### config.mk
export PLATFORM = sky130hd
export DESIGN_NAME = tmr_pair_unit
export DESIGN_NICKNAME = d
export VERILOG_FILES = /design/src/rtl/tmr_pkg.sv /design/src/rtl/tmr_fall_det.sv /design/src/rtl/tmr_chan.sv /design/src/rtl/tmr_pair_unit.sv
export SDC_FILE = /design/constraint.sdc
export NUM_CORES = 1
export LEC_CHECK = 0
export BUFFER_PORTS_ARGS = -buffer_cell sky130_fd_sc_hd__buf_4
export CORE_MARGIN = 3
export CORE_UTILIZATION = 61
export CTS_BUF_LIST = sky130_fd_sc_hd__clkbuf_16
export CTS_CLUSTER_DIAMETER = 80
export DETAILED_ROUTE_END_ITERATION = 10
export GPL_ROUTABILITY_DRIVEN = 0
export GPL_TIMING_DRIVEN = 0
export PLACE_DENSITY = 0.81
export SYNTH_ARGS = -nofsm -noshare
export SYNTH_HDL_FRONTEND = slang
export SYNTH_HIERARCHICAL = 1
export SYNTH_SLANG_ARGS = --single-unit
### constraint.sdc
create_clock -name clk -period 2.05 [get_ports clk]
set_input_delay 0.41 -clock clk [delete_from_list [all_inputs] [get_ports clk]]
set_output_delay 0.41 -clock clk [all_outputs]
set_load 0.02 [all_outputs]
### src/rtl/tmr_pkg.sv
package tmr_pkg;
  localparam int TMR_BW    = 8;
  localparam int TMR_PRE_W = 5;
  localparam int TMR_NCH   = 2;
  localparam int TMR_MF    = 4;

  typedef enum logic [1:0] {
    MD_PRE13   = 2'b00,
    MD_FULL16  = 2'b01,
    MD_RELOAD8 = 2'b10,
    MD_SPLIT   = 2'b11
  } tmr_mode_e;

  typedef struct packed {
    logic [TMR_BW-1:0] lo;
    logic [TMR_BW-1:0] hi;
    logic              roll;
  } step_t;

  // one advance of a channel in the given mode
  function automatic step_t step_count(tmr_mode_e md, logic [TMR_BW-1:0] lo,
                                       logic [TMR_BW-1:0] hi);
    step_t r;
    logic [TMR_PRE_W-1:0] pre;
    r.lo   = lo;
    r.hi   = hi;
    r.roll = 1'b0;
    pre    = lo[TMR_PRE_W-1:0];
    case (md)
      MD_PRE13: begin
        r.lo[TMR_PRE_W-1:0] = pre + 1'b1;
        if (&pre) begin
          r.hi   = hi + 1'b1;
          r.roll = &hi;
        end
      end
      MD_FULL16: begin
        {r.hi, r.lo} = {hi, lo} + 1'b1;
        r.roll       = &{hi, lo};
      end
      MD_RELOAD8: begin
        if (&lo) begin
          r.lo   = hi;
          r.roll = 1'b1;
        end else begin
          r.lo = lo + 1'b1;
        end
      end
      default: begin
        r.lo   = lo + 1'b1;
        r.roll = &lo;
      end
    endcase
    return r;
  endfunction
endpackage

### src/rtl/tmr_fall_det.sv
module tmr_fall_det (
  input  logic clk,
  input  logic rst_n,
  input  logic tick,
  input  logic pin,
  output logic fall
);
  logic s_cur, s_prev;

  always_ff @(posedge clk or negedge rst_n) begin
    if (!rst_n) begin
      s_cur  <= 1'b0;
      s_prev <= 1'b0;
    end else if (tick) begin
      s_cur  <= pin;
      s_prev <= s_cur;
    end
  end

  assign fall = s_prev & ~s_cur;
endmodule

### src/rtl/tmr_chan.sv
module tmr_chan
  import tmr_pkg::*;
(
  input  logic              clk,
  input  logic              rst_n,
  input  tmr_mode_e         md,
  input  logic              inc_main,
  input  logic              inc_aux,
  input  logic              hold,
  input  logic              wr_lo,
  input  logic              wr_hi,
  input  logic [TMR_BW-1:0] wdata,
  output logic [TMR_BW-1:0] lo_q,
  output logic [TMR_BW-1:0] hi_q,
  output logic              roll_main,
  output logic              roll_aux
);
  step_t             step;
  logic [TMR_BW-1:0] nlo, nhi;
  logic              split, go_main, go_aux;

  always_comb begin
    split   = (md == MD_SPLIT);
    step    = step_count(md, lo_q, hi_q);
    go_main = inc_main && !hold && !wr_lo && !(wr_hi && !split);
    go_aux  = inc_aux && split && !wr_hi;
    roll_main = go_main && step.roll;
    roll_aux  = go_aux && (&hi_q);
    nlo = lo_q;
    nhi = hi_q;
    if (go_main) begin
      nlo = step.lo;
      if (!split) nhi = step.hi;
    end
    if (go_aux) nhi = hi_q + 1'b1;
    if (wr_lo) nlo = wdata;
    if (wr_hi) nhi = wdata;
  end

  always_ff @(posedge clk or negedge rst_n) begin
    if (!rst_n) begin
      lo_q <= '0;
      hi_q <= '0;
    end else begin
      lo_q <= nlo;
      hi_q <= nhi;
    end
  end
endmodule

### src/rtl/tmr_pair_unit.sv
module tmr_pair_unit
  import tmr_pkg::*;
#(
  parameter int AW = 3
) (
  input  logic              clk,
  input  logic              rst_n,
  input  logic              mc_tick,
  input  logic              wr_en,
  input  logic [AW-1:0]     wr_addr,
  input  logic [TMR_BW-1:0] wr_data,
  input  logic [AW-1:0]     rd_addr,
  output logic [TMR_BW-1:0] rd_data,
  input  logic [1:0]        cnt_pin,
  input  logic [1:0]        gate_pin,
  input  logic [1:0]        vec_ack,
  output logic [1:0]        ovf_flag
);
  localparam int A_MODE = 0;
  localparam int A_CTRL = 1;
  localparam int A_CNT  = 2;

  logic [TMR_NCH*TMR_MF-1:0] mode_q;
  logic [TMR_NCH-1:0]        run_q, ovf_q;
  logic [TMR_NCH-1:0]        roll_main, roll_aux, roll_set, fall, ev;
  logic [TMR_NCH-1:0]        wr_lo, wr_hi;
  logic [TMR_BW-1:0]         lo_q [TMR_NCH];
  logic [TMR_BW-1:0]         hi_q [TMR_NCH];
  tmr_mode_e                 md   [TMR_NCH];
  logic [2*TMR_NCH*TMR_BW-1:0] cnt_vec;
  logic                      wr_ctrl, split0;

  assign wr_ctrl = wr_en && (wr_addr == AW'(A_CTRL));
  assign split0  = (md[0] == MD_SPLIT);

  for (genvar c = 0; c < TMR_NCH; c++) begin : g_ch
    logic ext_sel, gate_on, qual;
    assign md[c]   = tmr_mode_e'(mode_q[TMR_MF*c +: 2]);
    assign ext_sel = mode_q[TMR_MF*c + 2];
    assign gate_on = mode_q[TMR_MF*c + 3];
    assign qual    = run_q[c] && (!gate_on || gate_pin[c]);
    assign ev[c]   = mc_tick && qual && (!ext_sel || fall[c]);
    assign wr_lo[c] = wr_en && (wr_addr == AW'(A_CNT + 2*c));
    assign wr_hi[c] = wr_en && (wr_addr == AW'(A_CNT + 2*c + 1));

    tmr_fall_det u_fall (
      .clk (clk), .rst_n(rst_n), .tick(mc_tick), .pin(cnt_pin[c]), .fall(fall[c])
    );

    tmr_chan u_chan (
      .clk      (clk),
      .rst_n    (rst_n),
      .md       (md[c]),
      .inc_main (ev[c]),
      .inc_aux  ((c == 0) ? (mc_tick && run_q[1]) : 1'b0),
      .hold     ((c == 1) && (md[c] == MD_SPLIT)),
      .wr_lo    (wr_lo[c]),
      .wr_hi    (wr_hi[c]),
      .wdata    (wr_data),
      .lo_q     (lo_q[c]),
      .hi_q     (hi_q[c]),
      .roll_main(roll_main[c]),
      .roll_aux (roll_aux[c])
    );

    assign cnt_vec[2*TMR_BW*c +: 2*TMR_BW] = {hi_q[c], lo_q[c]};
  end

  // flag 1 is owned by channel 0's high byte while channel 0 is split
  always_comb begin
    roll_set    = roll_main;
    roll_set[1] = split0 ? roll_aux[0] : roll_main[1];
  end

  always_ff @(posedge clk or negedge rst_n) begin
    if (!rst_n) begin
      mode_q <= '0;
      run_q  <= '0;
      ovf_q  <= '0;
    end else begin
      if (wr_en && (wr_addr == AW'(A_MODE))) mode_q <= wr_data;
      if (wr_ctrl) run_q <= wr_data[TMR_NCH-1:0];
      for (int c = 0; c < TMR_NCH; c++) begin
        if (roll_set[c])     ovf_q[c] <= 1'b1;
        else if (wr_ctrl)    ovf_q[c] <= wr_data[TMR_NCH + c];
        else if (vec_ack[c]) ovf_q[c] <= 1'b0;
      end
    end
  end

  assign ovf_flag = ovf_q;

  always_comb begin
    rd_data = '0;
    case (rd_addr)
      AW'(A_MODE):      rd_data = mode_q;
      AW'(A_CTRL):      rd_data = TMR_BW'({ovf_q, run_q});
      AW'(A_CNT):       rd_data = lo_q[0];
      AW'(A_CNT + 1):   rd_data = hi_q[0];
      AW'(A_CNT + 2):   rd_data = lo_q[1];
      AW'(A_CNT + 3):   rd_data = hi_q[1];
      default:          rd_data = '0;
    endcase
  end
endmodule

* After elaboration in Yosys (flattened, before gate mapping) *
Cells that the tools add are included.

storage, ports and cells
  bits in registers = 48
  bits of input ports = 24
  output and inout port bits = 10
  word-level logic and storage cells = 145

cells by class
  $add $sub $neg = 8
  equality and inequality tests = 22
  multiplexer cells = 33
  bitwise operators = 4
  reductions and logical operators = 64

operator list
  cell                     count
  $mux W8                  13
  $pmux W8 S6              1
  $add A16 B1 Y16 const B  2
  $add A8 B1 Y8 const B    4
  $pmux W8 S2              2
  $reduce_and A16 Y1       2
  $reduce_and A8 Y1        4
  $pmux W5 S3              2
  $logic_and A1 B1 Y1      25
  $mux W9                  2
  $pmux W3 S3              2
  $eq A3 B2 Y1 const B     4
  $eq A3 B3 Y1 const B     4
  $reduce_bool A3 Y1       4
  $logic_not A1 Y1         11
  $add A5 B1 Y5 const B    2
  $reduce_and A5 Y1        2
  $mux W1                  9
  $eq A2 B2 Y1 const B     4
  $reduce_and A4 Y1        2
  $eq A3 B1 Y1 const B     2
  $logic_not A3 Y1         2
  $ne A3 B1 Y1 const B     2
  $pmux W1 S3              2
  other kinds (11)         22

* Depth between registers and ports, before layout *
  depth in word-level cells = 11
  depth in mapped cells = 8
  mapped depth without buffers = 8

* Modules after synthesis *
Netlist, hierarchy kept.

by module, submodules not included
  module         instances  cells an instance  area an instance (µm²)  seq. area each (µm²)
  tmr_chan       2          181                1590.3                  400.4
  tmr_pair_unit  1          98                 962.2                   300.3
  tmr_fall_det   2          5                  78.8                    50.0

* Least setup slack after synthesis *
OpenSTA, ideal clock, no wires.

  path type = flip-flop to flip-flop
  start point = register g_ch[0].u_fall.s_cur
  end point = register g_ch[0].u_chan.hi_q[4]
  library setup time = 126 ps
  data arrival time = 1784 ps
  required time = 1924 ps
  path slack = 140 ps
  cell stages (with the launch flop) = 9
  path buffers = 0
  clock period less this slack = 1910 ps
  cells stage by stage = dfrtp_1 nor2b_1 inv_1 a221oi_1 nor2b_1 nor4b_4 o31a_4 o21ai_2 a221o_1

between the ends
  longest elaborated chain between the ends = 8

RTL lines
  element                           RTL line             text
  start, declared                   tmr_fall_det.sv:8    logic s_cur, s_prev;
  start signal, assigned            tmr_fall_det.sv:15   s_cur <= pin;
  $not A1 Y1                        tmr_fall_det.sv:20   assign fall = s_prev & ~s_cur;
  $and A1 B1 Y1                     tmr_fall_det.sv:20
  net fall[0]                       tmr_pair_unit.sv:25  logic [TMR_NCH-1:0] roll_main, roll_aux, roll_set, fall, ev;
  $logic_or A1 B1 Y1                tmr_pair_unit.sv:42  assign ev[c] = mc_tick && qual && (!ext_sel || fall[c]);
  $logic_and A1 B1 Y1               tmr_pair_unit.sv:42
  net ev[0]                         tmr_pair_unit.sv:25
  $logic_and A1 B1 Y1 (2 in a row)  tmr_chan.sv:25       go_main = inc_main && !hold && !wr_lo && !(wr_hi && !split);
  $reduce_bool A3 Y1 (no line)      n/a
  $reduce_and A4 Y1 (no line)       n/a
  end signal, assigned              tmr_chan.sv:46       hi_q <= nhi;
  end, declared                     tmr_chan.sv:14       output logic [TMR_BW-1:0] hi_q,

The timed path passes the listed nets, and every way through them passes these cells.
A chain may end at the register's enable or synchronous reset.

* Worst setup path in the final report *
  start point = register g_ch[0].u_fall.s_cur
  end point = register g_ch[0].u_chan.hi_q[0]

Same word-level chain as after synthesis.

==> results_dict.tcl <==
set metrics [dict create \
    wire_per_inst_microns 21.7 \
    setup_ws_ns -0.00494 \
    drt_iter0_drc 504 \
    dp.cells 596 \
    syn_area_per_cell_sq_um 9.16 \
    power_density_mw_per_mm2 912 \
    dr_total_vias 4351 \
    cts_buffers 5 \
    fin_skew_ns 0.00501 \
    io_buffers 32 \
    track_usage 0.321 \
    overflow 0 \
    std_cell_rows 29 \
    end_kind "register" \
    design.portCount 34 \
    crit_arrival_ns 2.23 \
    route.detailed.drc 0 \
    nets 559 \
    start_util 0.654 \
    ctsHtreeMaxLevel 2 \
    crit_type "reg2reg" \
    path_max_fanout 4 \
    clkSlewWorstSetupHoldPaths_ns 0.07 \
    layout_commonest_cell "nand2_1" \
    reg2regPathDepth 8 \
    hold_path_class "in2async" \
    antenna_found_initial 1 \
    grt_pass1_wl_mm 21.0 \
    timing.hold.ws_ns 0.140 \
    setup_tns_ns -0.00715 \
    drive_gt1_frac 0.318 \
    cts-root-to-sink-buffers 2 \
    yosys_warnings 6 \
    cap_violations 0 \
    setup_viol 3 \
    fin_crit_ns 2.05 \
    clock_latency_ns 0.29 \
    die_area_sq_mm 0.00808 \
    drt-total-wl_mm 13.4 \
    cts.root.buffer_cell "clkbuf_16" \
    finalCritPeriodShare 1.00 \
    die_y_microns 89.9 \
    area_delta_synth_final_pct 18.6 \
    syn_area_sq_mm 0.00430 \
    power_leakage_nw 2.03 \
    postCtsHoldBufs 0 \
    hpwl_mm 9.37 \
    ir_drop_v 0.000797 \
    worst_pin_slew_ns 0.636 \
    clock-sinks 48 \
    fin_util 0.776 \
    slew_headroom 0.576 \
    violations "negative setup slack" \
    drt-pass1-iter-count 5 \
    viasPerCell 7.06 \
    core_sq_mm 0.00657 \
    die_w_microns 89.9 \
    ant_nets 0 \
    syn_inst 469 \
    fmax_mhz 487 \
    slew_violations 0 \
    status "finished with violations" \
    grt_max_degree 49 \
    layout_common_cells "nand2_1, buf_4, dfrtp_1" \
    cp-start-kind "register" \
    required_ns 2.22 \
    hold_viol 0 \
    tritoncts "built" \
    rsz0062_at_grt "yes" \
    grt_pass1_vias 3848 \
    instances_no_fill 616 \
]
-- worst max-delay path, cell delays in order, from the launching register on --
cell	delay (ns)
dfrtp_1	0.39
nor2b_1	0.13
inv_1	0.08
a221oi_2	0.24
nor2b_4	0.19
nor4b_4	0.30
o31a_4	0.20
o21ai_4	0.07
a221o_1	0.33
-- worst paths after layout --
path	startpoint	endpoint	slack, ns
worst min-delay path	rst_n	g_ch[0].u_chan/lo_q[6]$_DFFE_PN0P_	0.14
min in group clk	cnt_pin[0]	g_ch[0].u_fall/s_cur$_DFFE_PN0P_	0.35
worst max register to register	g_ch[0].u_fall/s_cur$_DFFE_PN0P_	g_ch[0].u_chan/hi_q[0]$_DFFE_PN0P_	-0.005
worst max-delay path	g_ch[0].u_fall/s_cur$_DFFE_PN0P_	g_ch[0].u_chan/hi_q[0]$_DFFE_PN0P_	-0.005
max in group asynchronous	rst_n	g_ch[1].u_chan/lo_q[0]$_DFFE_PN0P_	1.44
worst min register to register	g_ch[0].u_fall/s_prev$_DFFE_PN0P_	g_ch[0].u_fall/s_prev$_DFFE_PN0P_	0.51
-- per-layer routing --
metal / wire (microns) / global-route usage / vias to the layer above
met5: 0 / 0 / -
met4: 343 / 0.0816 / 0
met3: 1790 / 0.0810 / 44
met2: 5680 / 0.453 / 349
met1: 5540 / 0.486 / 2051
li1: - / - / 1907
-- power breakdown --
part           internal, W  total, W  switching (W)
sequential         0.00122   0.00180       0.000578
clock             0.000574  0.000952       0.000378
combinational     0.000911   0.00190       0.000991
total              0.00270   0.00465        0.00195
-- cell type report --
class,count,area (sq um)
Clock buffer,5,125
Timing Repair Buffer,43,330
Inverter,22,82.6
Fill cell,429,1470
Multi-Input combinational cell,380,3060
Tap cell,93,116
Buffer,21,129
Sequential cell,48,1210
Antenna cell,1,2.50
Clock inverter,3,42.5
-- through the flow --
step           cell area, sq um  power (W)  setup WS [ns]
5_1_grt                    5100    0.00489         -0.168
3_5_place_dp               4660    0.00344         -0.320
4_1_cts                    4930    0.00447        -0.0225
2_1_floorplan              4300    0.00287          0.140
3_3_place_gp               4660    0.00339         -0.267
6_report                   5100    0.00465       -0.00494
-- state kept, by name, summed over array words and instances, names as in the netlist --
signal	count
g_ch.u_chan/lo_q	16
mode_q	8
g_ch.u_fall/s_prev	2
ovf_flag	2
g_ch.u_fall/s_cur	2
g_ch.u_chan/hi_q	16
run_q	2
-- what timing repair did --
| item | CTS | global route |
|---|---|---|
| endpoints found under the setup margin | 12 | 34 |
| buffers inserted | 9 | 2 |
| pin swaps | 4 | 9 |
| gates resized for setup | 13 | 36 |
Note: power is estimated with default switching activity, not from simulation.
